[config.mk]
export PLATFORM = sky130hd
export DESIGN_NAME = bitslice_alu
export DESIGN_NICKNAME = d
export VERILOG_FILES = /design/src/rtl/alu_pkg.sv /design/src/rtl/alu_operand_cond.sv /design/src/rtl/alu_full_adder.sv /design/src/rtl/alu_slice.sv /design/src/rtl/bitslice_alu.sv
export SDC_FILE = /design/constraint.sdc
export NUM_CORES = 1
export LEC_CHECK = 0
export BUFFER_PORTS_ARGS = -buffer_cell sky130_fd_sc_hd__buf_2
export CORE_UTILIZATION = 30
export DETAILED_ROUTE_END_ITERATION = 8
export SYNTH_ARGS = -nofsm -noshare
export SYNTH_HDL_FRONTEND = slang
export SYNTH_SLANG_ARGS = --single-unit
[constraint.sdc]
create_clock -name vclk -period 21.3
set_input_delay 2.13 -clock vclk [all_inputs]
set_output_delay 2.13 -clock vclk [all_outputs]
set_load 0.01 [all_outputs]
[src/rtl/alu_pkg.sv]
// Package: shared function-code type for the bit-slice ALU.
// Assumes: codes are decoded with bit 2 as the most significant bit.
package alu_pkg;

    typedef enum logic [2:0] {
        FN_AND  = 3'b000,
        FN_OR   = 3'b001,
        FN_NAND = 3'b010,
        FN_NOR  = 3'b011,
        FN_SHL  = 3'b100,
        FN_ADD  = 3'b101,
        FN_SHR  = 3'b110,
        FN_PASS = 3'b111
    } alu_fn_e;

endpackage

[src/rtl/alu_operand_cond.sv]
// Module: gates and optionally inverts one operand bit.
// Assumes: pure combinational logic; out = (bit AND en) XOR inv.
module alu_operand_cond (
    input  logic bit_in,
    input  logic en,
    input  logic inv,
    output logic bit_out
);

    // Gate the bit, then invert it on request.
    always_comb begin
        bit_out = (bit_in & en) ^ inv;
    end

endmodule

[src/rtl/alu_full_adder.sv]
// Module: one-bit full adder used by each slice.
// Assumes: pure combinational logic.
module alu_full_adder (
    input  logic x,
    input  logic y,
    input  logic cin,
    output logic sum,
    output logic cout
);

    // Sum and majority carry.
    always_comb begin
        sum  = x ^ y ^ cin;
        cout = (x & y) | (cin & (x ^ y));
    end

endmodule

[src/rtl/alu_slice.sv]
// Module: one bit of the ALU. Conditions both operands, forms logic, sum
// and shift candidates, and selects one by function code.
// Assumes: neighbour bits (carry, shift-ins) are wired up by the parent.
module alu_slice
    import alu_pkg::*;
(
    input  logic    a_bit,
    input  logic    b_bit,
    input  logic    a_en,
    input  logic    a_inv,
    input  logic    b_en,
    input  logic    b_inv,
    input  logic    c_in,
    input  logic    lsh_in,
    input  logic    rsh_in,
    input  alu_fn_e fn,
    output logic    a_cond,
    output logic    b_cond,
    output logic    c_out,
    output logic    y
);

    logic sum_bit;

    alu_operand_cond u_cond_a (
        .bit_in (a_bit),
        .en     (a_en),
        .inv    (a_inv),
        .bit_out(a_cond)
    );

    alu_operand_cond u_cond_b (
        .bit_in (b_bit),
        .en     (b_en),
        .inv    (b_inv),
        .bit_out(b_cond)
    );

    alu_full_adder u_fa (
        .x   (a_cond),
        .y   (b_cond),
        .cin (c_in),
        .sum (sum_bit),
        .cout(c_out)
    );

    // Eight-way output selection by function code.
    always_comb begin
        unique case (fn)
            FN_AND:  y = a_cond & b_cond;
            FN_OR:   y = a_cond | b_cond;
            FN_NAND: y = ~(a_cond & b_cond);
            FN_NOR:  y = ~(a_cond | b_cond);
            FN_SHL:  y = lsh_in;
            FN_ADD:  y = sum_bit;
            FN_SHR:  y = rsh_in;
            FN_PASS: y = a_cond;
            default: y = 1'b0;
        endcase
    end

endmodule

[src/rtl/bitslice_alu.sv]
// Module: WIDTH-bit ALU made of chained one-bit slices.
// Carry and left shift move upward from bit 0. Right shift moves downward
// from the top bit. Purely combinational.
// Assumes: WIDTH >= 2.
module bitslice_alu
    import alu_pkg::*;
#(
    parameter int WIDTH = 16
) (
    input  logic [WIDTH-1:0] a,
    input  logic [WIDTH-1:0] b,
    input  logic             op_a_en,
    input  logic             op_a_inv,
    input  logic             op_b_en,
    input  logic             op_b_inv,
    input  logic             carry_in,
    input  logic             rshift_in,
    input  logic [2:0]       func_sel,
    output logic [WIDTH-1:0] result,
    output logic             carry_out
);

    localparam int TOP = WIDTH - 1;

    alu_fn_e fn;
    assign fn = alu_fn_e'(func_sel);

    // Per-slice link wires, kept as separate signals for each bit.
    genvar i;
    for (i = 0; i < WIDTH; i++) begin : g_w
        logic c_in;
        logic c_out;
        logic lsh_in;
        logic rsh_in;
        logic a_c;
        logic b_c;
    end

    for (i = 0; i < WIDTH; i++) begin : g_slice
        // Carry and left-shift come from the slice below; bit 0 takes the edge values.
        if (i == 0) begin : g_lo
            assign g_w[i].c_in   = carry_in;
            assign g_w[i].lsh_in = 1'b0;
        end else begin : g_mid_lo
            assign g_w[i].c_in   = g_w[i-1].c_out;
            assign g_w[i].lsh_in = g_w[i-1].b_c;
        end
        // Right-shift comes from the slice above; the top bit takes rshift_in.
        if (i == TOP) begin : g_hi
            assign g_w[i].rsh_in = rshift_in;
        end else begin : g_mid_hi
            assign g_w[i].rsh_in = g_w[i+1].a_c;
        end

        alu_slice u_slice (
            .a_bit (a[i]),
            .b_bit (b[i]),
            .a_en  (op_a_en),
            .a_inv (op_a_inv),
            .b_en  (op_b_en),
            .b_inv (op_b_inv),
            .c_in  (g_w[i].c_in),
            .lsh_in(g_w[i].lsh_in),
            .rsh_in(g_w[i].rsh_in),
            .fn    (fn),
            .a_cond(g_w[i].a_c),
            .b_cond(g_w[i].b_c),
            .c_out (g_w[i].c_out),
            .y     (result[i])
        );
    end

    assign carry_out = g_w[TOP].c_out;

    // Checks: whole-word arithmetic view compared with the slice chain.
    logic [WIDTH-1:0] chk_a;
    logic [WIDTH-1:0] chk_b;
    logic [WIDTH:0]   chk_sum;

    // Word-level operands and sum for the checks below.
    always_comb begin
        chk_a   = (a & {WIDTH{op_a_en}}) ^ {WIDTH{op_a_inv}};
        chk_b   = (b & {WIDTH{op_b_en}}) ^ {WIDTH{op_b_inv}};
        chk_sum = {1'b0, chk_a} + {1'b0, chk_b} + {{WIDTH{1'b0}}, carry_in};
    end

    // Compare the chain outputs with the word-level view.
    always_comb begin
        assert_carry_R5: assert (carry_out == chk_sum[WIDTH])
            else $error("carry_out differs from word-level carry");
        if (func_sel == 3'b101) begin
            assert_sum_R4: assert (result == chk_sum[TOP:0])
                else $error("sum differs from word-level addition");
        end
        if (func_sel == 3'b100) begin
            assert_shl_R6: assert (result == {chk_b[TOP-1:0], 1'b0})
                else $error("left shift mismatch");
        end
        if (func_sel == 3'b110) begin
            assert_shr_R7: assert (result == {rshift_in, chk_a[TOP:1]})
                else $error("right shift mismatch");
        end
        if (func_sel == 3'b111) begin
            assert_pass_R8: assert (result == chk_a)
                else $error("pass-through mismatch");
        end
    end

endmodule

==> results of run 1 <==
how the worst min path moves through the flow:
stage	endpoint	startpoint	slack, ns	depth (start not counted)
floorplan	result[15]	rshift_in	4.66	4
global placement	result[15]	rshift_in	4.78	5
detailed placement	result[15]	rshift_in	4.78	5
CTS	result[15]	rshift_in	4.78	5
global route	result[15]	rshift_in	4.82	5
finish	result[15]	rshift_in	4.79	5
worst max-delay path: stages:
cell	delay, ns
sky130_fd_sc_hd__buf_2	0.53
sky130_fd_sc_hd__xor2_1	0.21
sky130_fd_sc_hd__inv_1	0.15
sky130_fd_sc_hd__fa_1	0.21
sky130_fd_sc_hd__fa_1	0.18
sky130_fd_sc_hd__fa_1	0.16
sky130_fd_sc_hd__inv_1	0.05
sky130_fd_sc_hd__fa_1	0.38
sky130_fd_sc_hd__fa_1	0.38
sky130_fd_sc_hd__fa_1	0.38
sky130_fd_sc_hd__fa_1	0.39
sky130_fd_sc_hd__fa_1	0.39
sky130_fd_sc_hd__fa_1	0.40
sky130_fd_sc_hd__fa_1	0.40
sky130_fd_sc_hd__fa_1	0.41
sky130_fd_sc_hd__fa_1	0.42
sky130_fd_sc_hd__fa_1	0.42
sky130_fd_sc_hd__fa_1	0.39
sky130_fd_sc_hd__inv_1	0.08
sky130_fd_sc_hd__fa_1	0.18
sky130_fd_sc_hd__fa_1	0.41
sky130_fd_sc_hd__a22oi_1	0.19
sky130_fd_sc_hd__nor2b_1	0.07
sky130_fd_sc_hd__o32a_1	0.32
sky130_fd_sc_hd__buf_2	0.14
power by group through the flow:
stage	combinational [mW]	sequential (mW)	clock, mW
floorplan	0.0671	0	0
global placement	0.0781	0	0
detailed placement	0.0793	0	0
CTS	0.0798	0	0
global route	0.0888	0	0
finish	0.0795	0	0
cell type report:
cell class,instances,area share [%]
timing repair buffer,58,11.3
inverter,36,5.25
multi-input combinational,236,78.5
tap,102,4.96
cells in the final DEF (no fill, tap or decap), drive strengths merged:
master / count
ha: 32
inv: 36
a22oi: 4
nand2: 34
a2bb2oi: 8
xnor2: 1
o22a: 1
nand2b: 1
or3: 1
fa: 16
buf: 58
a21oi: 11
a221oi: 5
xor2: 36
nor2: 32
or2: 1
o32a: 15
o22ai: 31
nor2b: 5
nand3: 2
layer usage:
metal / global-route usage [%] / routed length, um
met1: 22.2 / 3030
met2: 27.8 / 3320
met3: 0.985 / 400
met4: 1.04 / 13
met5: 0 / 0
cells by family after synthesis:
kind of cell    share of synthesized area (%)
buf+inv                                  17.7
compound gates                           22.5
simple gates                             13.0
fa+ha+maj                                29.4
xor+xnor                                 17.5
==> metrics.md, run 1 <==
| Metric | Value |
|---|---|
| Register share of total power | `0%` |
| Internal cell power | `about 0.034 mW` |
| Final cycle utilization of the critical path | `a little over half` |
| Outcome | `finished, final reports clean` |
| Clkbuf count | `0` |
| Sequential cell count | `0` |
| Setup repair after global routing missed its margin | `false` |
| Switching portion of total power | `a little under three fifths` |
| Reported net switching power | `roughly 0.045 mW` |
| Setup WS pre-CTS | `about 9.9 ns` |
| Maximum net fanout on the critical path | `16` |
| Cell type with the largest total area after synthesis | `sky130_fd_sc_hd__ha_1` |
| Combined global-route utilization of all metal layers | `~16%` |
| Post-Syn Area per Cell | `a little under 8 um^2` |
| Proportion of layout cells with a drive suffix above 1 | `~22%` |
| Highest clock rate | `slightly below 0.09 GHz` |
| Post-Synthesis Cell Area | `2450 um^2` |
| Library cell with the highest instance count after synthesis | `sky130_fd_sc_hd__inv_1` |
| Antenna cells | `0` |
| End of the critical path | `result[15]` |
| Sequential-to-total area share from yosys stat | `0%` |
| Worst-margin pin slew | `between 0.9 and 1 ns` |
| Total die area | `8540 um^2` |
| Layout Nets | `approximately 420` |
| Post-synthesis cell type count | `26` |
| Max Slew Vio Count | `0` |
| Post-route cell area | `approximately 2600 um^2` |
| Setup bufs post-CTS | `0` |
| First-pass GRT wire length | `approximately 11 mm` |
| Initial Util | `between 30% and 40%` |
| Area of the multi-input gates | `~2000 um^2` |
| Detailed-route DRC error count | `0` |
| Commonest cells in the netlist | `sky130_fd_sc_hd__inv_1, sky130_fd_sc_hd__nand2_1, sky130_fd_sc_hd__ha_1, sky130_fd_sc_hd__nor2_1, sky130_fd_sc_hd__o22ai_1` |
| Final Core Density | `about a third` |
| Final setup margin | `roughly 9.8 ns` |
| Total negative setup slack | `0 ns` |
| Number of buffers added on ports | `58` |
| Aggregate global routing overflow | `0` |
| Final Setup Violations | `0` |
| DRT Wirelength | `6.76 mm` |
| Power density over the cells | `about 31 nW/um^2` |
| Hold Path Class | `in -> out` |
| Logic pwr share | `100.0%` |
| Cells after Synth | `approximately 310` |
| Arrival time at the worst endpoint | `about 9.4 ns` |
| Critical path startpoint | `op_a_inv` |
| Total via count after detailed routing | `2174` |
| Hold WS | `approximately 4.8 ns` |
| Warnings from Yosys | `0` |
| Gates resized, CTS repair | `0` |
| Number of buffers inserted for hold repair after clock tree synthesis | `0` |
| Standard-cell rows | `32` |
| CP endpoint kind | `output port` |
| Area of all sequential standard cells | `0 um^2` |
| ANT nets after route | `0` |
| Filler instances | `just under 900` |
| RePlAce Congestion | `between 0.8 and 0.9` |
| Maximum number of pins on one net before global-route repair | `33` |
| Total count of hold-check failures in the final report | `0` |
| Largest cells by area after synthesis | `sky130_fd_sc_hd__ha_1, sky130_fd_sc_hd__fa_1, sky130_fd_sc_hd__xor2_2` |
| Startpoint types | `input port` |
| Nets in the synthesized netlist | `400` |
| Via count of the first global-routing pass | `approximately 2200` |
| I/O Pins | `58` |
| Total half-perimeter wirelength after legalization and detailed placement | `4.97 mm` |
| Horizontal die dimension | `roughly 92 um` |
| Yosys top cell area share | `~16%` |
| Maximum capacitance violations | `0` |
| Core ar. | `7810 um^2` |
| Vias per Instance | `about 5.0` |
| Number of design-rule violations left by the first detailed-router iteration | `between 150 and 200` |
| Critical path required time | `approximately 19 ns` |
| Number of non-filler instances in the completed layout | `about 430` |
| Leak Pwr | `1.24 nW` |
| Total design power | `~0.079 mW` |
| Number of search-and-repair iterations in the first detailed-routing pass | `4` |
| Post-route minimum period | `11.51 ns` |
| Clk pwr share | `0%` |
| Worst IR drop on VDD | `roughly 0.000013 V` |
| Placed instance count | `approximately 430` |
| Area growth from synthesis to final layout | `4.84%` |
| Die height | `roughly 92 um` |
| Post-placement cell area | `2570 um^2` |
| Antenna violations before repair | `0` |
| Critical path start-end classification | `in -> out` |
| Average wire per cell in the routed design | `15.6 um` |
| Max-slew headroom at the worst pin | `around 36%` |
(Power assumes the default switching activity.)
==> inputs of run 2 (changes only) <==
clock period = 10.2 ns   (was 21.3 ns; I/O delays follow)
==> run 2 against run 1 <==
First-iteration DRC count down 11%. Utilization grew 0.19 points. Critical endpoint unchanged. Non-clock buffer count grew 2.
==> metrics.md, run 2 (synthesized netlist as in run 1, its figures left out) <==
| Metric | Value |
|---|---|
| ANT nets after route | `0` |
| Aggregate global routing overflow | `0` |
| Number of buffers added on ports | `between 50 and 60` |
| Setup repair after global routing missed its margin | `false` |
| Average wire per cell in the routed design | `between 15 and 20 um` |
| Detailed-route DRC error count | `0` |
| Commonest cells after routing, fill and taps aside | `sky130_fd_sc_hd__buf_2, sky130_fd_sc_hd__inv_1, sky130_fd_sc_hd__nand2_1, sky130_fd_sc_hd__nor2_1, sky130_fd_sc_hd__ha_1` |
| Initial Util | `31.4%` |
| Die height | `~90 um` |
| Maximum net fanout on the critical path | `16` |
| Standard-cell rows | `32` |
| Arrival time at the worst endpoint | `8.04 ns` |
| Number of buffers inserted for hold repair after clock tree synthesis | `0` |
| Post-route minimum period | `~9 ns` |
| Post-placement cell area | `approximately 2600 um^2` |
| Core ar. | `roughly 7800 um^2` |
| Outcome | `finished, final reports clean` |
| Most common cell after layout, fill and taps aside | `sky130_fd_sc_hd__buf_2` |
| I/O Pins | `just under 60` |
| Layer with the highest usage | `met2` |
| Critical path start-end classification | `in -> out` |
| Vias per Instance | `approximately 5.0` |
| Final Setup Violations | `0` |
| Proportion of layout cells with a drive suffix above 1 | `~23%` |
| Number of design-rule violations left by the first detailed-router iteration | `about 150` |
| Total negative setup slack | `0 ns` |
| Filler instances | `848` |
| Area of all sequential standard cells | `0 um^2` |
| Maximum number of pins on one net before global-route repair | `33` |
| Worst IR drop on VDD | `around 0.00003 V` |
| Sequential cell count | `0` |
| DRT Wirelength | `around 7.2 mm` |
| Combined global-route utilization of all metal layers | `between 15 and 20%` |
| Area of the multi-input gates | `between 2000 and 2500 um^2` |
| Total half-perimeter wirelength after legalization and detailed placement | `5.23 mm` |
| Layout Nets | `around 420` |
| Setup WS pre-CTS | `approximately 1.2 ns` |
| Power density over the cells | `about 65 nW/um^2` |
| Leak Pwr | `between 1 and 1.5 nW` |
| Total die area | `between 8000 and 9000 um^2` |
| Total count of hold-check failures in the final report | `0` |
| Final setup margin | `around 1.1 ns` |
| Met2 Usage GRT | `~28%` |
| First-pass GRT wire length | `around 11 mm` |
| Maximum capacitance violations | `0` |
| Routing usage on met3 | `less than 1%` |
| Clkbuf count | `0` |
| Startpoint types | `input port` |
| Max-slew headroom at the worst pin | `a little under two fifths` |
| Gates resized, CTS repair | `0` |
| Area growth from synthesis to final layout | `5.46%` |
| Max Slew Vio Count | `0` |
| Antenna cells | `0` |
| Worst-margin pin slew | `slightly above 0.9 ns` |
| Post-route cell area | `2590 um^2` |
| Number of search-and-repair iterations in the first detailed-routing pass | `5` |
| CP endpoint kind | `output port` |
| Horizontal die dimension | `between 90 and 100 um` |
| Setup bufs post-CTS | `0` |
| Hold WS | `around 2.6 ns` |
| Via count of the first global-routing pass | `2298` |
| Critical path required time | `9.18 ns` |
| Total via count after detailed routing | `2191` |
| Highest clock rate | `0.110 GHz` |
| Number of non-filler instances in the completed layout | `between 400 and 500` |
| RePlAce Congestion | `about 0.85` |
| Hold Path Class | `in -> out` |
| Placed instance count | `434` |
| Antenna violations before repair | `0` |
| Final cycle utilization of the critical path | `about nine tenths` |
| Met1 Usage GRT | `about a quarter` |
run 2: cell count changes in the layout (fill, tap and decap cells not counted):
cell / before / now
sky130_fd_sc_hd__buf_4: 0 / 2
run 2: layout make-up:
type	instances	share of cell area, %
Timing Repair Buffer	60	11.8
Multi-Input combinational cell	236	78.0
Inverter	36	5.22
Tap cell	102	4.93
run 2: worst max-delay path: stages:
cell,delay [ns]
sky130_fd_sc_hd__buf_2,0.30
sky130_fd_sc_hd__nand2_1,0.11
sky130_fd_sc_hd__xor2_1,0.18
sky130_fd_sc_hd__inv_1,0.13
sky130_fd_sc_hd__fa_1,0.19
sky130_fd_sc_hd__fa_1,0.18
sky130_fd_sc_hd__fa_1,0.16
sky130_fd_sc_hd__inv_1,0.05
sky130_fd_sc_hd__fa_1,0.37
sky130_fd_sc_hd__fa_1,0.39
sky130_fd_sc_hd__fa_1,0.39
sky130_fd_sc_hd__fa_1,0.39
sky130_fd_sc_hd__fa_1,0.40
sky130_fd_sc_hd__fa_1,0.40
sky130_fd_sc_hd__fa_1,0.39
sky130_fd_sc_hd__fa_1,0.40
sky130_fd_sc_hd__fa_1,0.41
sky130_fd_sc_hd__fa_1,0.42
sky130_fd_sc_hd__fa_1,0.38
sky130_fd_sc_hd__inv_1,0.09
sky130_fd_sc_hd__fa_1,0.19
sky130_fd_sc_hd__fa_1,0.41
sky130_fd_sc_hd__a22oi_1,0.18
sky130_fd_sc_hd__nor2b_1,0.07
sky130_fd_sc_hd__o32a_1,0.32
sky130_fd_sc_hd__buf_2,0.14
run 2: routing by layer:
metal,vias to the layer above,part of all wire [%]
li1,1056,-
met1,1066,48
met3,2,4.1
met5,-,0
met2,67,48
met4,0,0.13
run 2: path summary, 6_finish.rpt:
path                      start         end  slack [ns]  cells after the start
worst max-delay path    op_a_en  result[15]        1.14                     26
worst min-delay path  rshift_in  result[15]        2.57                      5
run 2: power by group:
| group | internal (mW) | switching [mW] |
|---|---|---|
| Combinational | 0.0731 | 0.0963 |
| Sequential | 0 | 0 |
| Clock | 0 | 0 |
run 2: per-stage QoR:
stage | power, mW | utilization, %
after floorplan | 0.140 | -
after global placement | 0.165 | 33.1
after detailed placement | 0.169 | 33.1
after CTS | 0.170 | 33.1
after global routing | 0.189 | 33.1
final | 0.169 | 33.1
